**src/rtl/sram_ctl_pkg.sv**
```systemverilog
package sram_ctl_pkg;

    typedef enum logic [2:0] {
        ST_IDLE,
        ST_RD,
        ST_RD_TA,
        ST_WR_PULSE,
        ST_WR_REC
    } st_e;

    typedef struct packed {
        logic ce1_n;
        logic ce2;
        logic oe_n;
        logic we_n;
        logic dq_oe;
    } strobe_t;

    function automatic int unsigned imax(input int unsigned a, input int unsigned b);
        return (a > b) ? a : b;
    endfunction

    // Whole cycles covering a nanosecond limit, never below one.
    function automatic int unsigned ns_to_cyc(input int unsigned ns, input int unsigned period);
        int unsigned q;
        q = (ns + period - 1) / period;
        return (q < 1) ? 1 : q;
    endfunction

    function automatic strobe_t strobes_for(input st_e s);
        strobe_t r;
        r.ce1_n = 1'b1;
        r.ce2   = 1'b0;
        r.oe_n  = 1'b1;
        r.we_n  = 1'b1;
        r.dq_oe = 1'b0;
        case (s)
            ST_RD: begin
                r.ce1_n = 1'b0;
                r.ce2   = 1'b1;
                r.oe_n  = 1'b0;
            end
            ST_WR_PULSE: begin
                r.ce1_n = 1'b0;
                r.ce2   = 1'b1;
                r.we_n  = 1'b0;
                r.dq_oe = 1'b1;
            end
            ST_WR_REC: begin
                r.ce1_n = 1'b0;
                r.ce2   = 1'b1;
            end
            default: ;
        endcase
        return r;
    endfunction

endpackage

```
**src/rtl/sram_ctl_seq.sv**
```systemverilog
module sram_ctl_seq
    import sram_ctl_pkg::*;
#(
    parameter int unsigned N_RD   = 6,
    parameter int unsigned N_TA   = 3,
    parameter int unsigned N_PWE  = 5,
    parameter int unsigned N_WREC = 1,
    parameter int unsigned CNT_W  = 3
) (
    input  logic    clk,
    input  logic    rst,
    input  logic    accept,
    input  logic    acc_write,
    output st_e     state,
    output logic    last_cycle,
    output strobe_t strb
);

    st_e              state_q, state_d;
    logic [CNT_W-1:0] cnt_q, cnt_d;
    strobe_t          strb_q;

    always_comb begin
        state_d = state_q;
        cnt_d   = cnt_q;
        case (state_q)
            ST_IDLE: begin
                if (accept) begin
                    state_d = acc_write ? ST_WR_PULSE : ST_RD;
                    cnt_d   = acc_write ? CNT_W'(N_PWE - 1) : CNT_W'(N_RD - 1);
                end
            end
            ST_RD: begin
                if (cnt_q == '0) begin
                    state_d = ST_RD_TA;
                    cnt_d   = CNT_W'(N_TA - 1);
                end else begin
                    cnt_d = cnt_q - CNT_W'(1);
                end
            end
            ST_RD_TA: begin
                if (cnt_q == '0) state_d = ST_IDLE;
                else             cnt_d   = cnt_q - CNT_W'(1);
            end
            ST_WR_PULSE: begin
                if (cnt_q == '0) begin
                    state_d = ST_WR_REC;
                    cnt_d   = CNT_W'(N_WREC - 1);
                end else begin
                    cnt_d = cnt_q - CNT_W'(1);
                end
            end
            ST_WR_REC: begin
                if (cnt_q == '0) state_d = ST_IDLE;
                else             cnt_d   = cnt_q - CNT_W'(1);
            end
            default: state_d = ST_IDLE;
        endcase
    end

    // Strobes are registered from the next state so the asynchronous pins never see decode glitches.
    always_ff @(posedge clk) begin
        if (rst) begin
            state_q <= ST_IDLE;
            cnt_q   <= '0;
            strb_q  <= strobes_for(ST_IDLE);
        end else begin
            state_q <= state_d;
            cnt_q   <= cnt_d;
            strb_q  <= strobes_for(state_d);
        end
    end

    assign state      = state_q;
    assign last_cycle = (cnt_q == '0);
    assign strb       = strb_q;

endmodule

```
**src/rtl/sram_ctl_dp.sv**
```systemverilog
module sram_ctl_dp #(
    parameter int unsigned ADDR_W = 18,
    parameter int unsigned DATA_W = 8
) (
    input  logic              clk,
    input  logic              rst,
    input  logic              accept,
    input  logic [ADDR_W-1:0] req_addr,
    input  logic [DATA_W-1:0] req_wdata,
    input  logic              capture,
    input  logic [DATA_W-1:0] bus_in,
    output logic [ADDR_W-1:0] addr_q,
    output logic [DATA_W-1:0] wdata_q,
    output logic [DATA_W-1:0] rdata_q,
    output logic              rsp_valid_q
);

    always_ff @(posedge clk) begin
        if (rst) begin
            addr_q      <= '0;
            wdata_q     <= '0;
            rdata_q     <= '0;
            rsp_valid_q <= 1'b0;
        end else begin
            rsp_valid_q <= capture;
            if (accept) begin
                addr_q  <= req_addr;
                wdata_q <= req_wdata;
            end
            if (capture) rdata_q <= bus_in;
        end
    end

endmodule

```
**src/rtl/sram_ctl.sv**
```systemverilog
module sram_ctl
    import sram_ctl_pkg::*;
#(
    parameter int unsigned ADDR_W     = 18,
    parameter int unsigned DATA_W     = 8,
    parameter int unsigned T_CLK_NS   = 8,
    parameter int unsigned T_RC_NS    = 45,
    parameter int unsigned T_AA_NS    = 45,
    parameter int unsigned T_ACE_NS   = 45,
    parameter int unsigned T_DOE_NS   = 22,
    parameter int unsigned T_WC_NS    = 45,
    parameter int unsigned T_PWE_NS   = 35,
    parameter int unsigned T_AW_NS    = 35,
    parameter int unsigned T_SD_NS    = 25,
    parameter int unsigned T_HZ_NS    = 18
) (
    input  logic              clk,
    input  logic              rst,
    input  logic              req_valid,
    output logic              req_ready,
    input  logic              req_write,
    input  logic [ADDR_W-1:0] req_addr,
    input  logic [DATA_W-1:0] req_wdata,
    output logic              rsp_valid,
    output logic [DATA_W-1:0] rsp_rdata,
    output logic [ADDR_W-1:0] mem_addr,
    output logic              mem_ce1_n,
    output logic              mem_ce2,
    output logic              mem_oe_n,
    output logic              mem_we_n,
    output logic [DATA_W-1:0] mem_dq_o,
    output logic              mem_dq_oe,
    input  logic [DATA_W-1:0] mem_dq_i
);

    localparam int unsigned N_RD   = ns_to_cyc(imax(imax(T_RC_NS, T_AA_NS), imax(T_ACE_NS, T_DOE_NS)), T_CLK_NS);
    localparam int unsigned N_PWE  = ns_to_cyc(imax(T_PWE_NS, imax(T_AW_NS, T_SD_NS)), T_CLK_NS);
    localparam int unsigned N_WC   = ns_to_cyc(T_WC_NS, T_CLK_NS);
    localparam int unsigned N_WREC = (N_WC > N_PWE) ? (N_WC - N_PWE) : 1;
    localparam int unsigned N_TA   = ns_to_cyc(T_HZ_NS, T_CLK_NS);
    localparam int unsigned N_MAX  = imax(imax(N_RD, N_TA), imax(N_PWE, N_WREC));
    localparam int unsigned CNT_W  = (N_MAX > 1) ? $clog2(N_MAX) : 1;

    st_e     state;
    logic    last_cycle;
    strobe_t strb;
    logic    accept;
    logic    capture;

    assign req_ready = (state == ST_IDLE);
    assign accept    = req_valid && req_ready;
    assign capture   = (state == ST_RD) && last_cycle;

    sram_ctl_seq #(
        .N_RD   (N_RD),
        .N_TA   (N_TA),
        .N_PWE  (N_PWE),
        .N_WREC (N_WREC),
        .CNT_W  (CNT_W)
    ) u_seq (
        .clk        (clk),
        .rst        (rst),
        .accept     (accept),
        .acc_write  (req_write),
        .state      (state),
        .last_cycle (last_cycle),
        .strb       (strb)
    );

    sram_ctl_dp #(
        .ADDR_W (ADDR_W),
        .DATA_W (DATA_W)
    ) u_dp (
        .clk         (clk),
        .rst         (rst),
        .accept      (accept),
        .req_addr    (req_addr),
        .req_wdata   (req_wdata),
        .capture     (capture),
        .bus_in      (mem_dq_i),
        .addr_q      (mem_addr),
        .wdata_q     (mem_dq_o),
        .rdata_q     (rsp_rdata),
        .rsp_valid_q (rsp_valid)
    );

    assign mem_ce1_n = strb.ce1_n;
    assign mem_ce2   = strb.ce2;
    assign mem_oe_n  = strb.oe_n;
    assign mem_we_n  = strb.we_n;
    assign mem_dq_oe = strb.dq_oe;

endmodule

```
**config.mk**
```make
export PLATFORM = sky130hd
export DESIGN_NAME = sram_ctl
export DESIGN_NICKNAME = d
export VERILOG_FILES = /design/src/rtl/sram_ctl_pkg.sv /design/src/rtl/sram_ctl_seq.sv /design/src/rtl/sram_ctl_dp.sv /design/src/rtl/sram_ctl.sv
export SDC_FILE = /design/constraint.sdc
export NUM_CORES = 1
export LEC_CHECK = 0
export ABC_AREA = 0
export BUFFER_PORTS_ARGS = -buffer_cell sky130_fd_sc_hd__buf_4
export CORE_MARGIN = 2
export CORE_UTILIZATION = 50
export DETAILED_ROUTE_END_ITERATION = 16
export MAX_ROUTING_LAYER = met4
export PLACE_DENSITY = 0.83
export SYNTH_ARGS = -nofsm -noshare
export SYNTH_HDL_FRONTEND = slang
export SYNTH_SLANG_ARGS = --single-unit
export TNS_END_PERCENT = 50
```
**constraint.sdc**
```tcl
create_clock -name clk -period 4.7 [get_ports clk]
set_input_delay 0.705 -clock clk [delete_from_list [all_inputs] [get_ports clk]]
set_output_delay 0.705 -clock clk [all_outputs]
set_load 0.05 [all_outputs]
```
==> run_results.csv, run 1 <==
group,metric,value,unit
drt,drc,0,
timing,fmax,0.462,GHz
global_routing,grt_max_degree,41,
global_routing,grt.overflow.total,0,
setup_path,worstSetupPathType,"reg -> out",
global_routing,gr-usage-all-layers,0.224,
synthesis,async_flop_share,0,
floorplan,die_width,64.9,um
synthesis,yosysTopAreaCell,"dfxtp_1",
synthesis,yosysTopAreaCellShare,0.496,
setup_path,cp_top_family,"flip-flops",
synthesis,synth_top_cells_by_count,"nand2_1, dfxtp_1, a21oi_1",
final_layout,area_growth,36.1,%
synthesis,yosys-top-cells-area,"dfxtp_1, nand2_1, a21oi_1",
timing,rsz0062_at_grt,"no",
placed_design,hpwl,2990,um
synthesis,yosysWarnings,0,
global_routing,antenna_found_initial,0,
clock_tree,clock_sinks,46,
clock_tree,cts_tree,"yes",
synthesis,synthMuxAreaShare,0.0431,
floorplan,start_util,0.515,
run_status,status,"finished clean",
final_layout,antennaDiodeCount,0,
setup_path,worst_setup_path_end_kind,"output pin",
synthesis,synth-compound-area-share,0.154,
synthesis,synth_area,1860,um^2
timing,min_period_over_period,0.460,
synthesis,synth_xor_area_frac,0.00472,
synthesis,syn-instance-count,213,
clock_tree,cts_resized,0,
timing,slew_headroom,0.379,
setup_path,crit_chain,"or3_1 > inv_1 > buf_4",
global_routing,grt_pass1_vias,1661,
synthesis,synth_top_family_by_area,"simple AND/OR/NAND/NOR gates",
placed_design,port_buffers,78,
clock_tree,postCtsSetupRepairBufs,0,
synthesis,synth_seq_cells,46,
synthesis,ys_seq_area_frac,0.496,
synthesis,ys.flop_type,"dfxtp_1",
synthesis,synthAdderAreaFrac,0.0135,
drt,drt_wl_total,4280,um
setup_path,cp_max_fo,14,
final_layout,fillers,306,
drt,wl_per_cell,12.8,um
timing,slew_violations,0,
final_layout,final_layout_size_suffix_gt1_frac,0.324,
placed_design,place.gp.congestion,0.772,
min_path,hp-class,"reg -> reg",
timing,final-hold-violation-count,0,
setup_path,cp.arrival,1.46,ns
power_and_ir_drop,p_leak,1.18,nW
synthesis,syn_area_per_cell,8.72,um^2
clock_tree,worstSkewPairLatency,0.30,ns
drt,first_pass_iters,4,
clock_tree,htree_num_levels,2,
setup_path,critPathMaxStageDelay,0.48,ns
setup_path,cp_slowest_cell,"dfxtp_1",
clock_tree,cts_buffers,5,
floorplan,die_h,64.9,um
timing,setup_slack,2.54,ns
final_layout,fin_nets,326,
timing,finalClockSkew,0.00298,ns
floorplan,fp.dieArea,4220,um^2
synthesis,ys_types,38,
timing,worst_pin_slew,0.932,ns
run,maxCapViolCount,0,
synthesis,syn_nets,253,
power_and_ir_drop,powerDensity,498,nW/um^2
floorplan,rows,22,
synthesis,yosysMostFrequentCell,"nand2_1",
clock_tree,clkTransAtPathRegs,0.08,ns
timing,tns,0,ns
drt,dr.first_iter.drc_count,119,
synthesis,synth-edff-count,0,
placed_design,place_ws,2.51,ns
drt,vias,1667,
floorplan,coreArea,3610,um^2
clock_tree,holdBufCountCts,0,
timing,min_period,2.16,ns
setup_path,cp-start-kind,"register",
drt,drtAntennaViolNets,0,
power_and_ir_drop,vdd_drop_max,315,uV
setup_path,critPathRequiredTime,3.99,ns
global_routing,grt_pass1_wl,7130,um
floorplan,ios,79,
synthesis,synth-simple-area-share,0.228,
timing,setup_violations,0,
drt,vias_per_cell,4.98,
setup_path,worst-path-buf-inv,2,
clock_tree,cts-root-buf,"clkbuf_8",
clock_tree,max-clock-path-buffers,2,
-- worst paths after layout --
path | startpoint | end | slack, ns | cells past startpoint
worst min register to register | u_dp.wdata_q[3]$_SDFFE_PP0P_ | u_dp.wdata_q[3]$_SDFFE_PP0P_ | 0.46 | 2
worst max register to register | u_seq.state[0]$_SDFF_PP0_ | u_dp.wdata_q[4]$_SDFFE_PP0P_ | 2.75 | 4
worst max-delay path | u_seq.state[2]$_SDFF_PP0_ | req_ready | 2.54 | 3
worst min-delay path | u_dp.wdata_q[3]$_SDFFE_PP0P_ | u_dp.wdata_q[3]$_SDFFE_PP0P_ | 0.46 | 2
-- per-stage QoR --
stage          hold WS, ns  cells  power (mW)   util  cell area (um^2)
6_report             0.456    335        1.26  0.701              2530
5_1_grt              0.476    335        1.32  0.701              2530
4_1_cts              0.459    335        1.27  0.701              2530
3_5_place_dp         0.447    327       0.982  0.671              2420
3_3_place_gp         0.443    327       0.970  0.671              2420
2_1_floorplan        0.525    213       0.858      -              1860
-- routing by layer --
| layer | vias to the layer above | GRT usage | wire, um |
|---|---|---|---|
| met5 | - | - | 0 |
| met4 | 0 | 0.0745 | 80 |
| li1 | 852 | - | - |
| met1 | 752 | 0.259 | 1900 |
| met2 | 54 | 0.374 | 2000 |
| met3 | 9 | 0.0625 | 297 |
-- sequential cells by signal, indices dropped and copies added, names as in the netlist --
register	cells
u_seq.cnt_q	3
u_seq.strb	5
u_dp.wdata_q	8
u_dp.rsp_valid_q	1
u_seq.state	3
u_dp.rdata_q	8
u_dp.addr_q	18
-- layout make-up --
class                      count  area [um^2]  area share
multi-input combinational    148          823       0.326
tap                           48         60.1      0.0238
sequential                    46          921       0.365
timing repair buffer          79          593       0.235
clock buffer                   7         76.3      0.0302
clock inverter                 1         30.0      0.0119
inverter                       6         22.5     0.00892
-- logic make-up (layout without fill, tap and decap cells) --
family	Yosys count	count (layout)
simple gates	89	89
compound gates	48	48
flops	46	46
buf+inv	19	93
mux	8	8
fa+ha+maj	2	2
xor+xnor	1	1
-- layout by cell type, fill, tap and decap left out, drive strengths merged, types with 2 or more instances in the layout --
| cell | instances |
|---|---|
| mux2i | 8 |
| o21a | 2 |
| a22oi | 2 |
| inv | 6 |
| nand2b | 6 |
| nor3b | 2 |
| clkbuf | 7 |
| nor2b | 2 |
| and2 | 2 |
| o21ai | 3 |
| a21oi | 35 |
| buf | 79 |
| ha | 2 |
| dfxtp | 46 |
| nor3 | 2 |
| nor2 | 9 |
| or2 | 2 |
| nand2 | 58 |
-- worst reg2reg max path, delay by kind of cell, from the launching register on --
| family | cells | cell delay [ns] |
|---|---|---|
| simple gates | 3 | 1.27 |
| flops | 1 | 0.47 |
| compound gates | 1 | 0.09 |
-- report_power, final --
| part | switching, mW | internal [mW] | leakage (nW) |
|---|---|---|---|
| combinational | 0.316 | 0.174 | 0.751 |
| clock | 0.125 | 0.159 | 0.0524 |
| sequential | 0.0413 | 0.444 | 0.377 |
| total | 0.482 | 0.777 | 1.18 |
Power figures use the tool's default switching activity.
==> run 2: changes to the inputs <==
Settings changed: ABC_AREA 0 to 1, CORE_UTILIZATION 50 to 47, PLACE_DENSITY 0.83 to 0.79.
Clock period 4.7 ns to 2 ns, I/O delays scaled along.
==> run_results.csv, run 2 <==
group,metric,value,unit
final_layout,final_util,0.672,
synthesis,yosysWarnings,0,
synthesis,syn_area_per_cell,7.65,um^2
synthesis,synth_top_cells_by_count,"nand2_1, dfxtp_1, nand3_1",
final_layout,layout.area.seq,921,um^2
synthesis,yosysMostFrequentCell,"nand2_1",
drt,drtAntennaViolNets,0,
final_layout,reg_top3,"u_dp.addr_q: 18 flops, u_dp.rdata_q: 8 flops, u_dp.wdata_q: 8 flops",
timing,min_period_over_period,0.827,
setup_path,worst-r2r-setup-slack,0.42,ns
drt,vias_per_cell,4.91,
global_routing,grt_pass1_vias,1477,
floorplan,start_util,0.496,
placed_design,port_buffers,78,
clock_tree,clock_sinks,46,
clock_tree,htree_num_levels,2,
drt,vias,1788,
timing,rsz0062_at_grt,"no",
synthesis,yosysTopAreaCell,"dfxtp_1",
synthesis,ys_types,22,
final_layout,fin_area,2500,um^2
setup_path,ff2ff_path_depth,9,
timing,min_period,1.65,ns
setup_path,worstSetupPathType,"reg -> out",
global_routing,grt_max_degree,32,
clock_tree,cts_buffers,5,
timing,finalClockSkew,0.00324,ns
synthesis,synth_area,1840,um^2
floorplan,ios,79,
power_and_ir_drop,powerDensity,1530,nW/um^2
power_and_ir_drop,p_leak,1.19,nW
setup_path,critPathRequiredTime,1.70,ns
placed_design,post_dp_cell_area,2400,um^2
drt,first_pass_iters,4,
global_routing,gr-usage-all-layers,0.197,
clock_tree,clkTransAtPathRegs,0.08,ns
timing,hold_ws,0.263,ns
clock_tree,worstSkewPairLatency,0.28,ns
floorplan,die_width,66.6,um
synthesis,yosys-top-cells-area,"dfxtp_1, nand2_1, nand3_1",
final_layout,fin_nets,355,
synthesis,synth_seq_cells,46,
timing,fmax,0.604,GHz
power_and_ir_drop,p_total,3.81,mW
final_layout,largest_reg_flops,18,
clock_tree,cts_resized,0,
final_layout,layout_common_cells,"buf_4, nand2_1, dfxtp_1",
timing,tns,0,ns
power_and_ir_drop,vdd_drop_max,882,uV
drt,dr.first_iter.drc_count,132,
synthesis,ys.flop_type,"dfxtp_1",
global_routing,antenna_found_initial,0,
drt,drt_wl_total,4360,um
clock_tree,cts_tree,"yes",
final_layout,fillers,357,
timing,setup_violations,0,
final_layout,area_growth,35.4,%
setup_path,cp.arrival,1.35,ns
run_status,status,"finished clean",
floorplan,die_h,66.6,um
synthesis,yosysTopAreaCellShare,0.500,
setup_path,cp-start-kind,"register",
setup_path,rr_endpoint,"u_seq.strb[1]$_SDFF_PP1_",
drt,wl_per_cell,12.0,um
final_layout,antennaDiodeCount,0,
synthesis,syn_nets,281,
setup_path,worst_setup_path_end_kind,"output pin",
final_layout,largest-register,"u_dp.addr_q",
final_layout,mostFrequentLayoutCell,"buf_4",
clock_tree,cts-root-buf,"clkbuf_8",
clock_tree,holdBufCountCts,0,
setup_path,cp_max_fo,16,
clock_tree,postCtsSetupRepairBufs,0,
synthesis,ys_seq_area_frac,0.500,
floorplan,coreArea,3720,um^2
floorplan,rows,22,
drt,drc,0,
placed_design,hpwl,3220,um
timing,final-hold-violation-count,0,
floorplan,fp.dieArea,4440,um^2
min_path,hp-class,"in -> reg",
final_layout,final_layout_size_suffix_gt1_frac,0.301,
min_path,hold_depth,3,
timing,slew_headroom,0.759,
run,maxCapViolCount,0,
synthesis,syn-instance-count,241,
timing,slew_violations,0,
placed_design,place.gp.congestion,0.856,
synthesis,synth-edff-count,0,
global_routing,grt_pass1_wl,6560,um
min_path,hold_path_end,"u_dp.rdata_q[3]$_SDFFE_PP0P_",
synthesis,async_flop_share,0,
final_layout,multiInputGateArea,761,um^2
setup_path,reg2reg_from,"u_seq.cnt_q[0]$_SDFFE_PP0P_",
global_routing,grt.overflow.total,0,
min_path,hp-start,"mem_dq_i[3]",
timing,worst_pin_slew,0.360,ns
clock_tree,max-clock-path-buffers,2,
==> run 2: logic make-up (layout without fill, tap and decap cells) <==
group | Yosys count | after routing | synth area share
adders and majority gates | 2 | 2 | 0.0136
AOI/OAI and AO/OA | 39 | 39 | 0.107
xor gates and xnor gates | 1 | 1 | 0.00475
DFF | 46 | 46 | 0.500
and+or+nand+nor | 124 | 124 | 0.288
buffers and inverters | 29 | 104 | 0.0876
==> run 2: cell type report <==
class                   count  area share
clock buffers               7      0.0346
clock inverters             1     0.00201
inverters                  16      0.0251
multi-input cells         166       0.305
flip-flops and latches     46       0.369
well taps                  48      0.0241
repair buffers             80       0.241
==> run 2: metrics by stage <==
step	setup slack [ns]	std cells
after floorplan	0.743	241
after global placement	0.472	356
after detailed placement	0.417	356
after CTS	0.335	364
after global routing	0.248	364
final	0.346	364
==> run 2: critical path: stages (launching register included) <==
cell     delay, ns
dfxtp_1       0.38
nor2_2        0.11
nand2_1       0.07
inv_2         0.25
buf_4         0.26
==> run 2: layer usage <==
layer,GRT usage,vias to the layer above,routed length [um]
met3,0.0574,2,331
met5,-,-,0
met1,0.245,797,1990
met2,0.321,69,2020
met4,0.0357,0,13
li1,-,920,-
==> run 2: worst max-delay path by stage <==
stage	start	endpoint	slack, ns	depth (start not counted)
floorplan	u_seq.cnt_q[0]$_SDFFE_PP0P_	u_dp.rdata_q[0]$_SDFFE_PP0P_	0.74	8
global placement	u_seq.cnt_q[0]$_SDFFE_PP0P_	u_seq.strb[1]$_SDFF_PP1_	0.47	9
detailed placement	u_seq.cnt_q[0]$_SDFFE_PP0P_	u_seq.strb[1]$_SDFF_PP1_	0.42	9
CTS	u_seq.state[0]$_SDFF_PP0_	req_ready	0.33	4
global route	u_seq.cnt_q[0]$_SDFFE_PP0P_	u_seq.strb[1]$_SDFF_PP1_	0.25	9
finish	u_seq.state[1]$_SDFF_PP0_	req_ready	0.35	4
==> run 2: where the power goes <==
| group | switching (mW) | internal, mW |
|---|---|---|
| clock | 0.281 | 0.279 |
| combinational | 1.40 | 0.599 |
| sequential | 0.121 | 1.13 |
==> run 3: changes to the inputs <==
Settings changed: ABC_AREA 1 to 0.
Clock period 2 ns to 1.6 ns, I/O delays scaled along.
==> run_results.csv, run 3 (synthesis results as in run 1) <==
group,metric,value,unit
final_layout,layout_common_cells,"buf_4, nand2_1, dfxtp_1",
timing,min_period_over_period,0.970,
global_routing,grt.overflow.total,0,
final_layout,fin_nets,341,
power_and_ir_drop,seq_power_share,0.368,
setup_path,worst_setup_path_end_kind,"output pin",
global_routing,grt_pass1_wl,6800,um
final_layout,antennaDiodeCount,0,
placed_design,hpwl,3100,um
global_routing,grt_max_degree,41,
power_and_ir_drop,internal_power,2.36,mW
setup_path,crit_chain,"buf_6 > or3_4 > inv_2 > buf_8",
timing,setup_slack,0.0482,ns
final_layout,mostFrequentLayoutCell,"buf_4",
clock_tree,worstSkewPairLatency,0.29,ns
placed_design,place.gp.congestion,0.869,
timing,slew_violations,0,
final_layout,largest_reg_flops,18,
clock_tree,holdBufCountCts,0,
setup_path,critPathRequiredTime,1.36,ns
power_and_ir_drop,p_leak,1.27,nW
setup_path,worst-path-buf-inv,3,
min_path,hp-class,"in -> reg",
drt,dr.first_iter.drc_count,90,
global_routing,gr-usage-all-layers,0.207,
clock_tree,clkTransAtPathRegs,0.09,ns
power_and_ir_drop,vdd_drop_max,885,uV
clock_tree,clock_sinks,46,
clock_tree,cts_buffers,5,
final_layout,reg_top3,"u_dp.addr_q: 18 flops, u_dp.rdata_q: 8 flops, u_dp.wdata_q: 8 flops",
clock_tree,cts_tree,"yes",
floorplan,die_width,66.9,um
timing,finalClockSkew,0.00821,ns
final_layout,fillers,302,
setup_path,cp_slowest_cell,"dfxtp_4",
setup_path,critPathMaxStageDelay,0.37,ns
timing,rsz0062_at_grt,"yes",
setup_path,cp.arrival,1.31,ns
min_path,hold_depth,3,
setup_path,cp.depth,4,
floorplan,rows,22,
drt,wl_met2,2170,um
power_and_ir_drop,powerDensity,1420,nW/um^2
setup_path,cp_top_family,"flip-flops",
timing,setup_violations,0,
clock_tree,max-clock-path-buffers,2,
global_routing,antenna_found_initial,0,
timing,tns,0,ns
setup_path,cp_max_fo,4,
clock_tree,cts-root-buf,"clkbuf_8",
setup_path,worstSetupPathType,"reg -> out",
drt,drt_wl_total,4610,um
floorplan,ios,79,
drt,vias,1721,
timing,final-hold-violation-count,0,
floorplan,fp.dieArea,4470,um^2
power_and_ir_drop,p_sw_frac,0.389,
setup_path,ff2ff_path_depth,6,
final_layout,layout.area.seq,928,um^2
global_routing,grt_pass1_vias,1525,
clock_tree,htree_num_levels,2,
drt,drc,0,
drt,wl_per_cell,13.2,um
final_layout,largest-register,"u_dp.addr_q",
placed_design,place_ws,-0.0608,ns
drt,drtAntennaViolNets,0,
drt,vias_per_cell,4.92,
run,maxCapViolCount,0,
timing,slew_headroom,0.717,
floorplan,start_util,0.500,
final_layout,final_layout_size_suffix_gt1_frac,0.417,
final_layout,area_growth,46.6,%
floorplan,coreArea,3720,um^2
run_status,status,"finished clean",
floorplan,die_h,66.9,um
timing,worst_pin_slew,0.424,ns
timing,fmax,0.644,GHz
setup_path,cp-start-kind,"register",
power_and_ir_drop,p_comb_frac,0.445,
placed_design,port_buffers,78,
final_layout,multiInputGateArea,882,um^2
drt,first_pass_iters,4,
power_and_ir_drop,clockPowerShare,0.187,
drt,dr_wl_met3,364,um
drt,wl_met1,2020,um
timing,min_period,1.55,ns
power_and_ir_drop,power_switching,1.50,mW
drt,highest_layer,"met4",
## run 3: cell count changes in the layout (fill, tap and decap cells not counted), moves of 3 or more
cell	previous run	this run
nand2b_1	0	5
mux2i_1	0	7
nand3_1	33	0
nor2_1	31	9
o21ai_0	9	1
inv_1	13	3
dfxtp_1	46	42
nand2_1	54	58
buf_4	80	89
a21oi_1	29	34
dfxtp_2	0	3
## run 3: routing by layer
metal  vias up  GRT usage
li1        881          -
met1       775      0.247
met2        61      0.340
met3         4     0.0524
met4         0     0.0689
met5         -          -
## run 3: layout make-up
cell class,instances,share of cell area
clock inverters,2,0.00460
clock buffers,6,0.0303
flip-flops and latches,46,0.341
multi-input cells,149,0.324
repair buffers,93,0.270
well taps,48,0.0221
inverters,6,0.00827
## run 3: worst register-to-register path: cells and delay by family (launching register included)
kind	cells	cell delay [ns]
adders and majority gates	1	0.14
buffers and inverters	1	0.07
DFF	1	0.33
muxes	1	0.18
and+or+nand+nor	3	0.70
## run 3: power by group through the flow
| stage | Sequential (mW) | Combinational [mW] | Clock, mW |
|---|---|---|---|
| 2_1_floorplan | 1.83 | 0.687 | 0 |
| 3_3_place_gp | 1.43 | 1.57 | 0 |
| 3_5_place_dp | 1.43 | 1.59 | 0 |
| 4_1_cts | 1.41 | 1.65 | 0.740 |
| 5_1_grt | 1.44 | 1.84 | 0.801 |
| 6_report | 1.42 | 1.72 | 0.723 |
## run 3: through the flow
| stage | total power [mW] | cells | hold slack (ns) | instance area (um^2) | utilization |
|---|---|---|---|---|---|
| 2_1_floorplan | 2.52 | 213 | 0.347 | 1860 | - |
| 3_3_place_gp | 3.00 | 340 | 0.443 | 2550 | 0.688 |
| 3_5_place_dp | 3.02 | 340 | 0.449 | 2550 | 0.688 |
| 4_1_cts | 3.80 | 349 | 0.178 | 2680 | 0.721 |
| 5_1_grt | 4.08 | 350 | 0.173 | 2720 | 0.733 |
| 6_report | 3.86 | 350 | 0.181 | 2720 | 0.733 |
## run 3: worst paths after layout
path / startpoint / slack (ns) / end
worst min register to register: u_dp.addr_q[12]$_SDFFE_PP0P_ / 0.46 / u_dp.addr_q[12]$_SDFFE_PP0P_
worst max-delay path: u_seq.state[2]$_SDFF_PP0_ / 0.05 / req_ready
worst max register to register: u_seq.cnt_q[0]$_SDFFE_PP0P_ / 0.06 / u_dp.rdata_q[4]$_SDFFE_PP0P_
worst min-delay path: mem_dq_i[3] / 0.18 / u_dp.rdata_q[3]$_SDFFE_PP0P_
## run 3: what timing repair did
| action | in CTS | in global routing |
|---|---|---|
| gates cloned | 0 | 1 |
| resized for setup | 10 | 12 |
| pin swaps | 2 | 2 |
| endpoints found under the setup margin | 10 | 17 |
| buffers inserted | 2 | 0 |
